$ cat config.mk
export PLATFORM = sky130hd
export DESIGN_NAME = tbr_unit
export DESIGN_NICKNAME = d
export VERILOG_FILES = /design/src/rtl/tbr_pkg.sv /design/src/rtl/tbr_decode.sv /design/src/rtl/tbr_addr_gen.sv /design/src/rtl/tbr_fetch.sv /design/src/rtl/tbr_unit.sv
export SDC_FILE = /design/constraint.sdc
export NUM_CORES = 1
export LEC_CHECK = 0
export BUFFER_PORTS_ARGS = -buffer_cell sky130_fd_sc_hd__buf_2
export CORE_MARGIN = 5
export CORE_UTILIZATION = 48
export DETAILED_ROUTE_END_ITERATION = 6
export PLACE_DENSITY = 0.88
export SLEW_MARGIN = 30
export SYNTH_ARGS = -nofsm -noshare
export SYNTH_HDL_FRONTEND = slang
export SYNTH_SLANG_ARGS = --single-unit
$ cat constraint.sdc
create_clock -name clk -period 3.7 [get_ports clk]
set_clock_uncertainty 0.15 [all_clocks]
set_input_delay 0.555 -clock clk [delete_from_list [all_inputs] [get_ports clk]]
set_output_delay 0.555 -clock clk [all_outputs]
set_load 0.05 [all_outputs]
$ cat src/rtl/tbr_pkg.sv
package tbr_pkg;

    localparam int unsigned INSN_W  = 32;
    localparam int unsigned RNUM_W  = 4;
    localparam int unsigned ENTRY_W = 16;

    localparam logic [11:0]       TB_MAJOR = 12'b1110_1000_1101;
    localparam logic [2:0]        TB_MID   = 3'b000;
    localparam logic [3:0]        TB_ONES  = 4'hF;
    localparam logic [3:0]        TB_ZEROS = 4'h0;
    localparam logic [RNUM_W-1:0] PC_NUM   = 4'd15;

    typedef enum logic [1:0] {
        BR_NONE     = 2'b00,
        BR_DIRECT   = 2'b01,
        BR_INDIRECT = 2'b10
    } br_kind_e;

    typedef enum logic {
        TBL_BYTE = 1'b0,
        TBL_HALF = 1'b1
    } tbl_size_e;

    typedef enum logic {
        FS_IDLE = 1'b0,
        FS_WAIT = 1'b1
    } fetch_state_e;

    typedef struct packed {
        logic              is_tb;
        logic [RNUM_W-1:0] rn;
        logic [RNUM_W-1:0] rm;
        tbl_size_e         size;
        logic              sb_bad;
        logic              rm_pc;
    } tb_dec_t;

    function automatic tb_dec_t tb_decode(input logic [INSN_W-1:0] w);
        tb_dec_t d;
        d.is_tb  = (w[31:20] == TB_MAJOR) && (w[7:5] == TB_MID);
        d.rn     = w[19:16];
        d.rm     = w[3:0];
        d.size   = w[4] ? TBL_HALF : TBL_BYTE;
        d.sb_bad = (w[15:12] != TB_ONES) || (w[11:8] != TB_ZEROS);
        d.rm_pc  = (w[3:0] == PC_NUM);
        return d;
    endfunction

    // Zero-extends a byte entry; a halfword is assembled low byte first.
    function automatic logic [ENTRY_W-1:0] tb_entry(input tbl_size_e sz,
                                                    input logic [ENTRY_W-1:0] lanes);
        logic [ENTRY_W-1:0] v;
        if (sz == TBL_HALF) v = {lanes[15:8], lanes[7:0]};
        else                v = {8'h00, lanes[7:0]};
        return v;
    endfunction

endpackage

$ cat src/rtl/tbr_decode.sv
module tbr_decode
    import tbr_pkg::*;
(
    input  logic [INSN_W-1:0] instr,
    input  logic              in_it,
    input  logic              last_in_it,
    output tb_dec_t           dec,
    output logic              unpred
);

    tb_dec_t d;

    always_comb begin
        d      = tb_decode(instr);
        dec    = d;
        unpred = d.is_tb && (d.sb_bad || d.rm_pc || (in_it && !last_in_it));
    end

endmodule

$ cat src/rtl/tbr_addr_gen.sv
module tbr_addr_gen
    import tbr_pkg::*;
#(
    parameter int unsigned XLEN = 32
) (
    input  logic [XLEN-1:0] instr_addr,
    input  logic            base_is_pc,
    input  tbl_size_e       size,
    input  logic [XLEN-1:0] rf_base,
    input  logic [XLEN-1:0] rf_index,
    output logic [XLEN-1:0] pc_val,
    output logic [XLEN-1:0] tbl_addr
);

    localparam logic [XLEN-1:0] PC_AHEAD = XLEN'(4);
    localparam logic [XLEN-1:0] LSB_MASK = ~(XLEN'(1));

    logic [XLEN-1:0] base;
    logic [XLEN-1:0] offset;

    always_comb begin
        pc_val   = (instr_addr + PC_AHEAD) & LSB_MASK;
        base     = base_is_pc ? pc_val : rf_base;
        offset   = (size == TBL_HALF) ? {rf_index[XLEN-2:0], 1'b0} : rf_index;
        tbl_addr = base + offset;
    end

endmodule

$ cat src/rtl/tbr_fetch.sv
module tbr_fetch
    import tbr_pkg::*;
#(
    parameter int unsigned XLEN = 32
) (
    input  logic               clk,
    input  logic               rst,
    input  logic               launch,
    input  logic               exec,
    input  logic               unpred_in,
    input  tbl_size_e          size,
    input  logic [XLEN-1:0]    tbl_addr,
    input  logic [XLEN-1:0]    pc_val,
    output logic               mem_req,
    output logic [XLEN-1:0]    mem_addr,
    output logic               mem_size,
    input  logic               mem_rvalid,
    input  logic [ENTRY_W-1:0] mem_rdata,
    output logic               busy,
    output logic               retire,
    output logic               branch_valid,
    output logic [XLEN-1:0]    branch_target,
    output br_kind_e           br_kind,
    output logic               unpred
);

    localparam int unsigned PAD_W = XLEN - ENTRY_W - 1;

    fetch_state_e       state_q;
    logic               req_q;
    logic [XLEN-1:0]    addr_q;
    tbl_size_e          size_q;
    logic [XLEN-1:0]    pc_q;
    logic               unp_hold_q;
    logic               retire_q;
    logic               brv_q;
    logic [XLEN-1:0]    tgt_q;
    logic               unp_out_q;
    logic [ENTRY_W-1:0] entry;
    logic [XLEN-1:0]    span;
    logic [XLEN-1:0]    tgt_next;

    always_comb begin
        entry    = tb_entry(size_q, mem_rdata);
        span     = {{PAD_W{1'b0}}, entry, 1'b0};
        tgt_next = pc_q + span;
    end

    always_ff @(posedge clk) begin
        if (rst) begin
            state_q    <= FS_IDLE;
            req_q      <= 1'b0;
            addr_q     <= '0;
            size_q     <= TBL_BYTE;
            pc_q       <= '0;
            unp_hold_q <= 1'b0;
            retire_q   <= 1'b0;
            brv_q      <= 1'b0;
            tgt_q      <= '0;
            unp_out_q  <= 1'b0;
        end else begin
            retire_q  <= 1'b0;
            brv_q     <= 1'b0;
            unp_out_q <= 1'b0;
            case (state_q)
                FS_IDLE: begin
                    if (launch) begin
                        if (exec) begin
                            state_q    <= FS_WAIT;
                            req_q      <= 1'b1;
                            addr_q     <= tbl_addr;
                            size_q     <= size;
                            pc_q       <= pc_val;
                            unp_hold_q <= unpred_in;
                        end else begin
                            retire_q  <= 1'b1;
                            unp_out_q <= unpred_in;
                        end
                    end
                end
                FS_WAIT: begin
                    if (mem_rvalid) begin
                        state_q   <= FS_IDLE;
                        req_q     <= 1'b0;
                        retire_q  <= 1'b1;
                        brv_q     <= 1'b1;
                        tgt_q     <= tgt_next;
                        unp_out_q <= unp_hold_q;
                    end
                end
                default: state_q <= FS_IDLE;
            endcase
        end
    end

    always_comb begin
        mem_req       = req_q;
        mem_addr      = addr_q;
        mem_size      = (size_q == TBL_HALF);
        busy          = (state_q == FS_WAIT);
        retire        = retire_q;
        branch_valid  = brv_q;
        branch_target = tgt_q;
        br_kind       = brv_q ? BR_INDIRECT : BR_NONE;
        unpred        = unp_out_q;
    end

    // request, address and size hold until the response arrives
    a_r10_req_hold: assert property (@(posedge clk) disable iff (rst)
        (mem_req && !mem_rvalid) |=> (mem_req && $stable(mem_addr) && $stable(mem_size)));

    // a response ends the request
    a_r10_req_drop: assert property (@(posedge clk) disable iff (rst)
        (mem_req && mem_rvalid) |=> !mem_req);

    // redirect lasts exactly one cycle
    a_r11_single_pulse: assert property (@(posedge clk) disable iff (rst)
        branch_valid |=> !branch_valid);

    // redirect only alongside retirement
    a_r11_with_retire: assert property (@(posedge clk) disable iff (rst)
        branch_valid |-> retire);

endmodule

$ cat src/rtl/tbr_unit.sv
module tbr_unit
    import tbr_pkg::*;
#(
    parameter int unsigned XLEN = 32
) (
    input  logic               clk,
    input  logic               rst,
    input  logic               start,
    input  logic [INSN_W-1:0]  instr,
    input  logic [XLEN-1:0]    instr_addr,
    input  logic               cond_pass,
    input  logic               in_it,
    input  logic               last_in_it,
    output logic [RNUM_W-1:0]  rf_raddr_a,
    input  logic [XLEN-1:0]    rf_rdata_a,
    output logic [RNUM_W-1:0]  rf_raddr_b,
    input  logic [XLEN-1:0]    rf_rdata_b,
    output logic               mem_req,
    output logic [XLEN-1:0]    mem_addr,
    output logic               mem_size,
    input  logic               mem_rvalid,
    input  logic [ENTRY_W-1:0] mem_rdata,
    output logic               busy,
    output logic               retire,
    output logic               branch_valid,
    output logic [XLEN-1:0]    branch_target,
    output logic [1:0]         br_kind,
    output logic               unpred
);

    tb_dec_t         dec;
    logic            dec_unpred;
    logic [XLEN-1:0] pc_val;
    logic [XLEN-1:0] tbl_addr;
    logic            launch;
    logic            exec;
    br_kind_e        kind;

    tbr_decode u_decode (
        .instr      (instr),
        .in_it      (in_it),
        .last_in_it (last_in_it),
        .dec        (dec),
        .unpred     (dec_unpred)
    );

    assign rf_raddr_a = dec.rn;
    assign rf_raddr_b = dec.rm;

    tbr_addr_gen #(.XLEN(XLEN)) u_addr (
        .instr_addr (instr_addr),
        .base_is_pc (dec.rn == PC_NUM),
        .size       (dec.size),
        .rf_base    (rf_rdata_a),
        .rf_index   (rf_rdata_b),
        .pc_val     (pc_val),
        .tbl_addr   (tbl_addr)
    );

    assign launch = start && !busy;
    assign exec   = dec.is_tb && cond_pass && !dec.rm_pc;

    tbr_fetch #(.XLEN(XLEN)) u_fetch (
        .clk           (clk),
        .rst           (rst),
        .launch        (launch),
        .exec          (exec),
        .unpred_in     (dec_unpred),
        .size          (dec.size),
        .tbl_addr      (tbl_addr),
        .pc_val        (pc_val),
        .mem_req       (mem_req),
        .mem_addr      (mem_addr),
        .mem_size      (mem_size),
        .mem_rvalid    (mem_rvalid),
        .mem_rdata     (mem_rdata),
        .busy          (busy),
        .retire        (retire),
        .branch_valid  (branch_valid),
        .branch_target (branch_target),
        .br_kind       (kind),
        .unpred        (unpred)
    );

    assign br_kind = kind;

    // an unrecognised word never reaches memory and raises no flag
    a_r1_foreign_word: assert property (@(posedge clk) disable iff (rst)
        (launch && !dec.is_tb) |=> (!mem_req && retire && !unpred));

    // a failed condition retires without a fetch
    a_r6_cond_fail: assert property (@(posedge clk) disable iff (rst)
        (launch && !cond_pass) |=> (!mem_req && retire && !branch_valid));

    // index number 15 flags and suppresses the fetch
    a_r8_index_pc: assert property (@(posedge clk) disable iff (rst)
        (launch && dec.is_tb && dec.rm_pc) |=> (!mem_req && unpred && !branch_valid));

endmodule

; After elaboration in Yosys (flattened, before gate mapping)
; Index checks and enable logic that the tools add are counted.
[totals]
wordCells = 60
output_inout_bits = 80
register_bits = 102
input_bits = 151
[classes]
n_reduce_logical = 18
muxes = 21
addsub = 3
n_eq_ne = 7
bitwise = 1
[ops]
columns = op, count
row1 = $mux 32, 2
row2 = $add 32x17->32, 1
row3 = $add 32x3->32 const B, 1
row4 = $add 32x32->32, 1
row5 = $mux 16, 1
row6 = $mux 1, 13
row7 = $eq 12x12->1 const B, 1
row8 = $eq 4x4->1 const B, 2
row9 = $pmux 1 s2, 4
row10 = $logic_and 1x1->1, 6
row11 = $ne 2x2->1 const B, 3
row12 = $reduce_and 3->1, 2
row13 = $ne 4x4->1 const B, 1
row14 = $reduce_bool 4->1, 1
row15 = $logic_not 1->1, 3
row16 = $logic_not 3->1, 1
row17 = $logic_or 1x1->1, 3
row18 = $mux 2, 1
row19 = $reduce_and 2->1, 1
row20 = $reduce_or 2->1, 1
row21 = $not 1->1, 1

; Depth between registers and ports, before layout
[logic_depth]
ltp_word = 8
ltp_mapped = 19
ltp_nobuf = 18

; By module
; A second synthesis with hierarchy kept.
[unflattened]
cells_unflattened = 1024
hier_area_um2 = 7960.1
[by_module_without_submodules]
columns = module, cells_each, n_inst, seq_area_each_um2, area_per_inst_um2
row1 = tbr_fetch, 592, 1, 2062.0, 4677.0
row2 = tbr_addr_gen, 406, 1, 0.0, 3088.0
row3 = tbr_decode, 23, 1, 0.0, 171.4
row4 = tbr_unit, 3, 1, 0.0, 23.8

; Worst setup path before layout
; No wires, ideal clock.
[synth_timing]
path_kind = input-to-reg
start = input instr_addr[2]
end = register u_fetch.addr_q[31], in the netlist u_fetch.mem_addr[31]
required_ps = 3486
stages = 19
slack_ps = -315
path_buffers = 1
setup_time_ps = 64
t_arrival_ps = 3802
cell_sequence = ha_1 nand2_1 or3_1 nor2_1 nand3_1 nor3_2 nand4_1 xor2_1 o21ai_0 ha_1 clkbuf_1 a21oi_1 nand2_1 nand2_1 a31oi_1 o21ai_0 o31ai_1 or4_1 nand3b_1
[synth_between]
elab_chain_cells = 3
[synth_lines]
columns = element, line
row1 = start: declaration, tbr_unit.sv:10  ; input logic [XLEN-1:0] instr_addr,
row2 = $add 32x3->32, tbr_addr_gen.sv:22  ; pc_val = (instr_addr + PC_AHEAD) & LSB_MASK;
row3 = $mux 32, tbr_addr_gen.sv:23  ; base = base_is_pc ? pc_val : rf_base;
row4 = $add 32x32->32, tbr_addr_gen.sv:25  ; tbl_addr = base + offset;
row5 = end signal: assignment, tbr_fetch.sv:71  ; addr_q <= tbl_addr;
row6 = end: declaration, tbr_fetch.sv:31  ; logic [XLEN-1:0] addr_q;
; No other way between the ends.
; A chain may end at the register's enable or synchronous reset.

; Final worst setup path
[layout_timing]
start = input instr_addr[7]
end = register u_fetch.addr_q[31], in the netlist u_fetch.mem_addr[31]
; The elaborated chain is that of the path after synthesis.

==> reports/metrics.csv <==
metric;value;unit
f_max;278;MHz
EDFF count, synth;0;
final core utilization;67.4;%
Antenna Nets Post-Route;0;
#FFs+latches synth;101;
uppermost layer routed;met4;
RSZ-0062 raised after global routing;yes;
wire length on met2;12800;um
PwrDens;293;nW/um^2
DIE AREA;18600;um^2
largest net degree at the start of global routing;66;
largest delay contributor family on the critical path;simple AND/OR/NAND/NOR gates;
R2R cell count;12;
Slew HR;43.0;%
vias per inst;5.49;
crit-path max cell delay;470;ps
main combinational cell family by area after synthesis;simple AND/OR/NAND/NOR gates;
via count;8648;
Die Width;136;um
Startpoint Class;primary input;
Synth Area in Compound Gates;21.9;%
hold path endpoint;u_fetch.branch_target[9];
Area Overhead vs Synth;39.0;%
Fillers;1346;
Synth Flop Type;dfxtp_1;
max-slew violation count;0;
I/O pin count;231;
Hold Path Cell Cnt;2;
arrival time worst endpoint;3750;ps
CP Capture Type;register;
initial core utilization;48.5;%
IO Port Bufs;227;
setup violators final;0;
Worst R2R Start;u_fetch.pc_q[1];
CTS tree;yes;
HPWL Detailed;21200;um
Clock transition at path regs;80;ps
grt ovf;0;
period utilization;97.1;%
Post-Layout Cell Count;1574;
first-iteration detailed-routing DRC count;555;
H-tree levels;3;
Worst Path Required;3860;ps
dpl cells;1553;
Synth Warn #;0;
Core Box Area;15800;um^2
worst setup path class;primary input to register;
Syn Inst Count;1012;
hold_ws;299;ps
first-pass GRT wire length;40800;um
Fin. Hold Viols;0;
Reg-to-Reg End;u_fetch.branch_target[27];
syn_area_per_cell;7.56;um^2
sequential fraction of the synthesis area;26.4;%
Inserted Diodes;0;
DR DRC count;0;
Largest register FFs;32;
Final #Nets;1555;
total CTS buffers;9;
initial antenna violation count;0;
clock buffer depth;2;
total power draw;3.12;mW
Place WS;-432;ps
Clock Root Buffer;clkbuf_16;
crit-path cells;buf_6, nand4_1, buf_4, nor4_4, buf_4, nand4_1, or2_1, buf_4, nor2_4, xnor2_2, o21ai_1, ha_1, nand2_1, nand2_1, nand2_1, a31oi_1, o21ai_1, o31ai_2, or4_1, nand3b_1;
post-synthesis simple-gate area fraction;24.8;%
Fin Setup TNS;0;ps
Tightest Pin Transition;854;ps
LEAKAGE;4.75;nW
Adder-Cell Fraction of Synth Area;8.53;%
peak supply drop;0.000235;V
GRT Resource Usage Total;27.6;%
post-synthesis cell type count;66;
post-synthesis async set-or-reset flop share;0;%
die height;136;um
CTS sink cnt;101;
hold path startpoint;u_fetch.branch_target[9];
area post-placement;10100;um^2
CP max stage cell;or4_1;
r2r setup slk;660;ps
vias in the first global route;8513;
drt total wl;26500;um
drt pass-1 iters;5;
Buf+Inv Stages, Crit Path;4;
Synth Area in XOR/XNOR;8.58;%
Hold WC Path Type;register to register;
final worst setup slack;106;ps
met1 WL;10700;um
share of post-route cells with drive strength above 1;36.2;%
post-route design area;10600;um^2
Routed wire per std cell;16.8;um
mux contribution to synthesized area;5.36;%
worst-path maximum fanout;4;
Std-Cell Rows;46;
minimum clock period;3590;ps
CTS Hold Bufs;0;
GP Congestion;0.991;
status;finished, final reports clean;
Post-Syn Area;7650;um^2
clk_lat worst skew;370;ps
number of max-cap violations;0;
met3 WL;1980;um
final cells by class:
| cell class | instances | area (um^2) | area share (%) |
|---|---|---|---|
| clock buffers | 10 | 239 | 2.25 |
| well taps | 216 | 270 | 2.54 |
| flip-flops and latches | 101 | 2020 | 19.0 |
| clock inverters | 6 | 78.8 | 0.741 |
| repair buffers | 394 | 2430 | 22.8 |
| multi-input cells | 834 | 5550 | 52.2 |
| inverters | 13 | 48.8 | 0.459 |
worst min-delay path, cell delays in order, from the launching register on:
cell and delay (ps):
dfxtp_1 310, nand2_1 50, a21oi_1 50
cells by family after synthesis:
logic type,count (synthesis)
other,1
DFF,101
buffers and inverters,78
xor gates and xnor gates,75
AOI/OAI and AO/OA,269
and+or+nand+nor,400
adders and majority gates,51
muxes,37
cells in the final DEF (no fill, tap or decap), types with 4 or more instances in the layout:
master       n
nand2b_1     6
a211oi_1    42
ha_1        46
nor2b_1      7
o21a_1       7
xor2_1      23
mux2i_1      5
a21oi_2      5
o211ai_1     5
and2_1      11
o21ai_1      8
nand2_1    153
nand4_1     20
clkbuf_16    9
o21ai_0     56
o21bai_1     8
xnor2_1     47
o31ai_2      4
or3_1        8
nand3_1     25
dfxtp_1    101
nor3_1      19
nor4_1       4
buf_2      223
a31oi_1      7
buf_4      166
a21oi_1     81
and3_1      11
mux2_2      32
buf_6        4
inv_1       13
nor2_1      93
or2_2        4
a21o_1      15
metal layers:
metal  track usage [%]  up-vias
met5                 0        -
met4              11.3        0
met3              5.77       61
met2              47.4      358
met1              33.5     3937
li1                  -     4292
report_power, final:
part           switching [mW]  internal, mW
logic                   0.510         0.483
clock network           0.480         0.557
registers            0.000277          1.09
total                   0.991          2.13
timing repair:
| item | CTS | global route |
|---|---|---|
| buffers inserted | 1 | 4 |
| endpoints found under the setup margin | 2 | 15 |
| gates resized for setup | 6 | 39 |
| pin swaps | 3 | 14 |
cells in the mapped netlist (all sizes together) (13+ instances only):
cell    number  area [um^2]
nor3        23          125
clkbuf      51          191
nand3       29          150
o21ai       66          330
a21o        15          113
xnor2       49          429
dfxtp      101         2020
ha          49          613
a21oi       88          448
nand4       20          125
nor2        96          360
nand2      155          582
buf         14         95.1
a211oi      43          323
mux2        32          360
inv         13         48.8
xor2        26          228
worst max-delay path by stage:
stage / startpoint / to / slack (ps) / cells after the start
2_1_floorplan: instr_addr[2] / u_fetch.mem_addr[31] / -20 / 18
3_3_place_gp: instr_addr[2] / u_fetch.mem_addr[31] / -390 / 19
3_5_place_dp: instr_addr[2] / u_fetch.mem_addr[31] / -430 / 19
4_1_cts: instr_addr[2] / u_fetch.mem_addr[31] / 8 / 19
5_1_grt: instr_addr[7] / u_fetch.mem_addr[31] / -50 / 20
6_report: instr_addr[7] / u_fetch.mem_addr[31] / 110 / 20
No activity file was read; power rests on OpenSTA's default activity.
